==> config.mk <==
export PLATFORM = sky130hd
export DESIGN_NAME = rtc_alarm_unit
export DESIGN_NICKNAME = d
export VERILOG_FILES = /design/src/rtl/rtca_pkg.sv /design/src/rtl/rtca_field.sv /design/src/rtl/rtca_combine.sv /design/src/rtl/rtca_ctrl.sv /design/src/rtl/rtc_alarm_unit.sv
export SDC_FILE = /design/constraint.sdc
export NUM_CORES = 1
export LEC_CHECK = 0
export CORE_MARGIN = 3
export CORE_UTILIZATION = 32
export CTS_CLUSTER_DIAMETER = 30
export DETAILED_ROUTE_END_ITERATION = 16
export PLACE_DENSITY_LB_ADDON = 0.05
export RECOVER_POWER = 25
export SYNTH_ARGS = -nofsm -noshare
export SYNTH_HDL_FRONTEND = slang
export SYNTH_SLANG_ARGS = --single-unit
==> constraint.sdc <==
create_clock -name clk -period 2.68 [get_ports clk]
set_input_delay 0.268 -clock clk [delete_from_list [all_inputs] [get_ports clk]]
set_output_delay 0.268 -clock clk [all_outputs]
set_load 0.01 [all_outputs]
==> src/rtl/rtca_pkg.sv <==
// Shared constants for the alarm comparator: register indices and
// control-bit positions. Assumes an address space of at least 16 entries.
package rtca_pkg;
    localparam int unsigned ALM_BASE = 8;   // first alarm register (seconds)
    localparam int unsigned CTRL_IDX = 14;  // control register index
    localparam int unsigned FLAG_BIT = 0;   // sticky alarm flag
    localparam int unsigned AIE_BIT  = 3;   // alarm interrupt enable
endpackage

==> src/rtl/rtca_field.sv <==
// One alarm target register with its compare-enable bit in the MSB.
// Reports whether it is armed and whether it agrees with its counter field.
// Assumes the counter field is FIELD_W-1 bits wide (BCD, no top bit).
module rtca_field #(
    parameter int unsigned FIELD_W = 8,
    parameter int unsigned ADDR_W  = 4,
    parameter int unsigned MY_ADDR = 8
) (
    input  logic               clk,
    input  logic               rst_n,
    input  logic               wr_en,
    input  logic [ADDR_W-1:0]  wr_addr,
    input  logic [FIELD_W-1:0] wr_data,
    input  logic [FIELD_W-2:0] cnt,
    output logic [FIELD_W-1:0] value_q,
    output logic               armed,
    output logic               agree
);
    localparam int unsigned VAL_W = FIELD_W - 1;

    logic sel;
    assign sel = wr_en && (wr_addr == ADDR_W'(MY_ADDR));

    // Target storage: loaded by a write to this field's address.
    always_ff @(posedge clk) begin
        if (!rst_n)   value_q <= '0;
        else if (sel) value_q <= wr_data;
    end

    // Field status: armed bit and value equality against the counter.
    assign armed = value_q[FIELD_W-1];
    assign agree = (value_q[VAL_W-1:0] == cnt);

    AST_FIELD_HOLD: assert property (@(posedge clk) disable iff (!rst_n)
        !sel |=> $stable(value_q));
endmodule

==> src/rtl/rtca_combine.sv <==
// Reduces per-field results into one match: every armed field agrees and
// at least one field is armed. Pure combinational logic.
module rtca_combine #(
    parameter int unsigned NUM_FIELDS = 6
) (
    input  logic [NUM_FIELDS-1:0] armed,
    input  logic [NUM_FIELDS-1:0] agree,
    output logic                  match
);
    logic [NUM_FIELDS-1:0] pass;

    // A disarmed field is a wildcard and always passes.
    genvar g;
    generate
        for (g = 0; g < NUM_FIELDS; g++) begin : g_pass
            assign pass[g] = !armed[g] || agree[g];
        end
    endgenerate

    // Overall match needs all passes plus one armed field.
    assign match = (&pass) && (|armed);
endmodule

==> src/rtl/rtca_ctrl.sv <==
// Control byte: sticky alarm flag and interrupt enable, plus the interrupt
// output. A matching tick wins over a coincident clear of the flag.
module rtca_ctrl (
    input  logic clk,
    input  logic rst_n,
    input  logic ctrl_wr,
    input  logic wr_flag,
    input  logic wr_aie,
    input  logic sec_tick,
    input  logic match,
    output logic flag_q,
    output logic aie_q,
    output logic alarm_irq
);
    logic clr_req;
    assign clr_req = ctrl_wr && !wr_flag;

    // Sticky flag: set by a matching tick, cleared only by a 0 write.
    always_ff @(posedge clk) begin
        if (!rst_n)                 flag_q <= 1'b0;
        else if (sec_tick && match) flag_q <= 1'b1;
        else if (clr_req)           flag_q <= 1'b0;
    end

    // Interrupt enable: follows the written control bit.
    always_ff @(posedge clk) begin
        if (!rst_n)       aie_q <= 1'b0;
        else if (ctrl_wr) aie_q <= wr_aie;
    end

    // Interrupt request gated by the enable.
    assign alarm_irq = flag_q && aie_q;

    AST_MATCH_SETS_FLAG: assert property (@(posedge clk) disable iff (!rst_n)
        (sec_tick && match) |=> flag_q);
    AST_FLAG_NEEDS_TICK: assert property (@(posedge clk) disable iff (!rst_n)
        $rose(flag_q) |-> $past(sec_tick));
    AST_FLAG_STICKY: assert property (@(posedge clk) disable iff (!rst_n)
        (flag_q && !clr_req) |=> flag_q);
    AST_IRQ_CAUSE: assert property (@(posedge clk) disable iff (!rst_n)
        $rose(alarm_irq) |-> ($past(sec_tick) || $past(ctrl_wr)));
endmodule

==> src/rtl/rtc_alarm_unit.sv <==
// Alarm comparator beside a BCD calendar. Holds one armed/target register
// per time field, compares on each seconds tick, keeps a sticky flag and
// drives an interrupt. Assumes ADDR_W can reach the control index.
module rtc_alarm_unit #(
    parameter int unsigned FIELD_W    = 8,
    parameter int unsigned NUM_FIELDS = 6,
    parameter int unsigned ADDR_W     = 4
) (
    input  logic                                clk,
    input  logic                                rst_n,
    input  logic                                wr_en,
    input  logic [ADDR_W-1:0]                   wr_addr,
    input  logic [FIELD_W-1:0]                  wr_data,
    input  logic [ADDR_W-1:0]                   rd_addr,
    output logic [FIELD_W-1:0]                  rd_data,
    input  logic                                sec_tick,
    input  logic [NUM_FIELDS*(FIELD_W-1)-1:0]   cnt_bcd,
    output logic                                alarm_irq
);
    import rtca_pkg::*;

    localparam int unsigned VAL_W = FIELD_W - 1;

    logic [NUM_FIELDS-1:0][FIELD_W-1:0] field_q;
    logic [NUM_FIELDS-1:0]              armed;
    logic [NUM_FIELDS-1:0]              agree;
    logic                               match;
    logic                               flag_q;
    logic                               aie_q;
    logic                               ctrl_wr;

    // One register and comparator per time field.
    genvar g;
    generate
        for (g = 0; g < NUM_FIELDS; g++) begin : g_field
            rtca_field #(
                .FIELD_W (FIELD_W),
                .ADDR_W  (ADDR_W),
                .MY_ADDR (ALM_BASE + g)
            ) u_field (
                .clk     (clk),
                .rst_n   (rst_n),
                .wr_en   (wr_en),
                .wr_addr (wr_addr),
                .wr_data (wr_data),
                .cnt     (cnt_bcd[g*VAL_W +: VAL_W]),
                .value_q (field_q[g]),
                .armed   (armed[g]),
                .agree   (agree[g])
            );
        end
    endgenerate

    rtca_combine #(.NUM_FIELDS(NUM_FIELDS)) u_combine (
        .armed (armed),
        .agree (agree),
        .match (match)
    );

    assign ctrl_wr = wr_en && (wr_addr == ADDR_W'(CTRL_IDX));

    rtca_ctrl u_ctrl (
        .clk       (clk),
        .rst_n     (rst_n),
        .ctrl_wr   (ctrl_wr),
        .wr_flag   (wr_data[FLAG_BIT]),
        .wr_aie    (wr_data[AIE_BIT]),
        .sec_tick  (sec_tick),
        .match     (match),
        .flag_q    (flag_q),
        .aie_q     (aie_q),
        .alarm_irq (alarm_irq)
    );

    // Read mux: alarm targets, control byte, zero elsewhere.
    always_comb begin
        rd_data = '0;
        for (int i = 0; i < NUM_FIELDS; i++) begin
            if (rd_addr == ADDR_W'(ALM_BASE + i)) rd_data = field_q[i];
        end
        if (rd_addr == ADDR_W'(CTRL_IDX)) begin
            rd_data[FLAG_BIT] = flag_q;
            rd_data[AIE_BIT]  = aie_q;
        end
    end

    AST_NO_ARM_NO_MATCH: assert property (@(posedge clk) disable iff (!rst_n)
        (armed == '0) |-> !match);
    AST_DISARMED_IGNORED: assert property (@(posedge clk) disable iff (!rst_n)
        (sec_tick && (&(agree | ~armed)) && (|armed)) |=> flag_q);
endmodule

==> impl_metrics.env <==
export IMPL_cts_sink_count=50
export IMPL_htreeDepth=2
export IMPL_cts_buffer_depth=2
export IMPL_busiest_layer="met2"
export IMPL_p_comb_frac=0.155
export IMPL_synth_area_um2=2830
export IMPL_status="complete, no violations"
export IMPL_syn_inst=273
export IMPL_rows=33
export IMPL_p_leak_nw=1.32
export IMPL_cts_hold_buffers=0
export IMPL_first_global_vias=2278
export IMPL_wirelength_um=8030
export IMPL_crit_path_start_kind="input port"
export IMPL_muxShareOfSynthArea=0.240
export IMPL_final_common_cell="clkdlybuf4s50_1"
export IMPL_finalCriticalPeriod_ps=2510
export IMPL_synth_cell_type_count=32
export IMPL_cts_resized=0
export IMPL_nets=410
export IMPL_cts_setup_buffers=0
export IMPL_ant_nets=0
export IMPL_arrival_ps=2240
export IMPL_die_w_um=100
export IMPL_powerDensity_nw_per_um2=411
export IMPL_max_cap_violations=0
export IMPL_critPathKind="input port to output pin"
export IMPL_yosys_area_share_simple=0.190
export IMPL_setup_tns_ps=0
export IMPL_most_common_layout_cells="67 x clkdlybuf4s50_1, 50 x mux2i_1, 50 x dfxtp_1"
export IMPL_use_met2=0.257
export IMPL_synth_compound_area_frac=0.0623
export IMPL_grt_overflow_total=0
export IMPL_pwr_share_clk=0.353
export IMPL_seq_area_frac_synth=0.354
export IMPL_syn_area_per_cell_um2=10.4
export IMPL_clock_latency_ps=300
export IMPL_firstDrtPassIters=4
export IMPL_rsz0062_at_grt="false"
export IMPL_met1_usage=0.234
export IMPL_period_share=0.937
export IMPL_port_buffers=70
export IMPL_numCtsBuffers=5
export IMPL_drtIter0Drc=80
export IMPL_die_area_um2=10000
export IMPL_finalMaxSlewViolations=0
export IMPL_synth_xor_area_frac=0.130
export IMPL_place_gp_congestion=0.804
export IMPL_pwr_share_seq=0.492
export IMPL_dp_hpwl_um=6350
export IMPL_finalSetupViolCount=0
export IMPL_die_h_um=100
export IMPL_hold_path_class="flip-flop to flip-flop"
export IMPL_syn_nets=335
export IMPL_ys_flop_type="dfxtp_1"
export IMPL_finalHoldViolCount=0
export IMPL_grt_usage=0.165
export IMPL_vias=2195
export IMPL_synth_top_family_by_area="multiplexers"
export IMPL_synth_edf_count=0
export IMPL_diodes=0
export IMPL_grt_pass1_wl_um=12600
export IMPL_switching_share=0.229
export IMPL_dpl_cell_count=446
export IMPL_relSlewSlack=0.350
export IMPL_synthToLayoutAreaGrowth_pct=33.2
export IMPL_grt_max_degree=22
export IMPL_via_per_inst=4.85
export IMPL_async_reset_ff_frac=0
export IMPL_drc_errors=0
export IMPL_p_switching_uw=354
export IMPL_vdd_drop_max_mv=0.164
export IMPL_core_region_area_um2=8380
export IMPL_required_ps=2410
export IMPL_cts_root_buf="clkbuf_8"
export IMPL_antenna_found_initial=0
export IMPL_final_cells=453
export IMPL_drive_gt1_frac=0.0718
export IMPL_synth_seq_cells=50
export IMPL_yosysWarnings=0
export IMPL_met3_usage=0.0382
export IMPL_fin_util=0.450
export IMPL_wl_per_cell_um=17.7
export IMPL_crit_fanout=8
export IMPL_p_int_mw=1.20
export IMPL_ios=71
export IMPL_path_clk_slew_ps=90
export IMPL_tritoncts="built"
export IMPL_start_util=0.338
export IMPL_endpoint_kind="output pin"
export IMPL_fillers=844
export IMPL_max_freq_mhz=398
export IMPL_synth_fa_ha_area_frac=0
export IMPL_worst_pin_slew_ps=971
export IMPL_finClkSkew_ps=2.59
-- routing by layer --
layer | up-vias | routed length, um | part of all wire
met5 | - | 0 | 0
met4 | 0 | 59 | 0.0073
met3 | 5 | 457 | 0.057
met2 | 68 | 3530 | 0.44
met1 | 1014 | 3990 | 0.50
li1 | 1108 | - | -
-- synthesized netlist by cell type, drive strengths merged (5+ instances only) --
cell,instances,share of area
inv,7,0.0093
dfxtp,50,0.35
clkbuf,5,0.0066
xnor2,27,0.084
a22oi,6,0.016
o21ai,10,0.018
o41ai,5,0.015
nor2,7,0.020
xor2,15,0.046
mux2i,50,0.18
mux4,8,0.064
nor2b,49,0.11
nand4,9,0.020
-- power groups by stage --
stage	Combinational (mW)	Clock, mW	Sequential, mW
finish	0.240	0.547	0.763
detailed placement	0.245	0	0.781
global route	0.260	0.594	0.765
CTS	0.247	0.567	0.763
floorplan	0.102	0	0.776
global placement	0.246	0	0.781
-- area by class of cell --
class	count	area [um^2]	share of cell area
clock buffers	6	82.6	0.0219
clock inverters	1	30.0	0.00797
inverters	7	26.3	0.00697
multi-input cells	207	1750	0.464
flip-flops and latches	50	1000	0.266
well taps	105	131	0.0349
repair buffers	77	748	0.199
-- per-stage QoR --
step / hold WS [ps] / setup WS [ps] / area (um^2) / power (mW)
after floorplan: 413 / 1260 / 2830 / 0.879
after global placement: 497 / 113 / 3670 / 1.03
after detailed placement: 512 / 87.7 / 3670 / 1.03
after CTS: 530 / 86.6 / 3790 / 1.58
after global routing: 535 / 30.4 / 3770 / 1.62
final: 524 / 169 / 3770 / 1.55
-- state kept, by name, indices dropped and copies added (netlist names) --
register                 flops
g_field.u_field.value_q     48
u_ctrl.aie_q                 1
u_ctrl.flag_q                1
-- cells by family (layout without fill, tap and decap cells) --
logic type	Yosys count	after routing
DFF	50	50
xor gates and xnor gates	42	42
buffers and inverters	16	91
muxes	58	58
AOI/OAI and AO/OA	26	26
and+or+nand+nor	81	81
-- worst max-delay path, cell delays in order --
cell and delay, ps:
clkdlybuf4s50_1 680, nor3b_2 340, buf_4 190, nand2b_1 60, a32o_1 220, clkdlybuf4s50_1 480
-- final timing paths --
kind / startpoint / end / slack, ps / cells after the start
worst max-delay path: rd_addr[0] / rd_data[0] / 170 / 6
worst min-delay path: u_ctrl.aie_q / u_ctrl.aie_q / 520 / 2
worst max register to register: g_field[3].u_field.value_q[2] / u_ctrl.flag_q / 1220 / 5
worst min register to register: u_ctrl.aie_q / u_ctrl.aie_q / 520 / 2
Power figures use the tool's default switching activity.
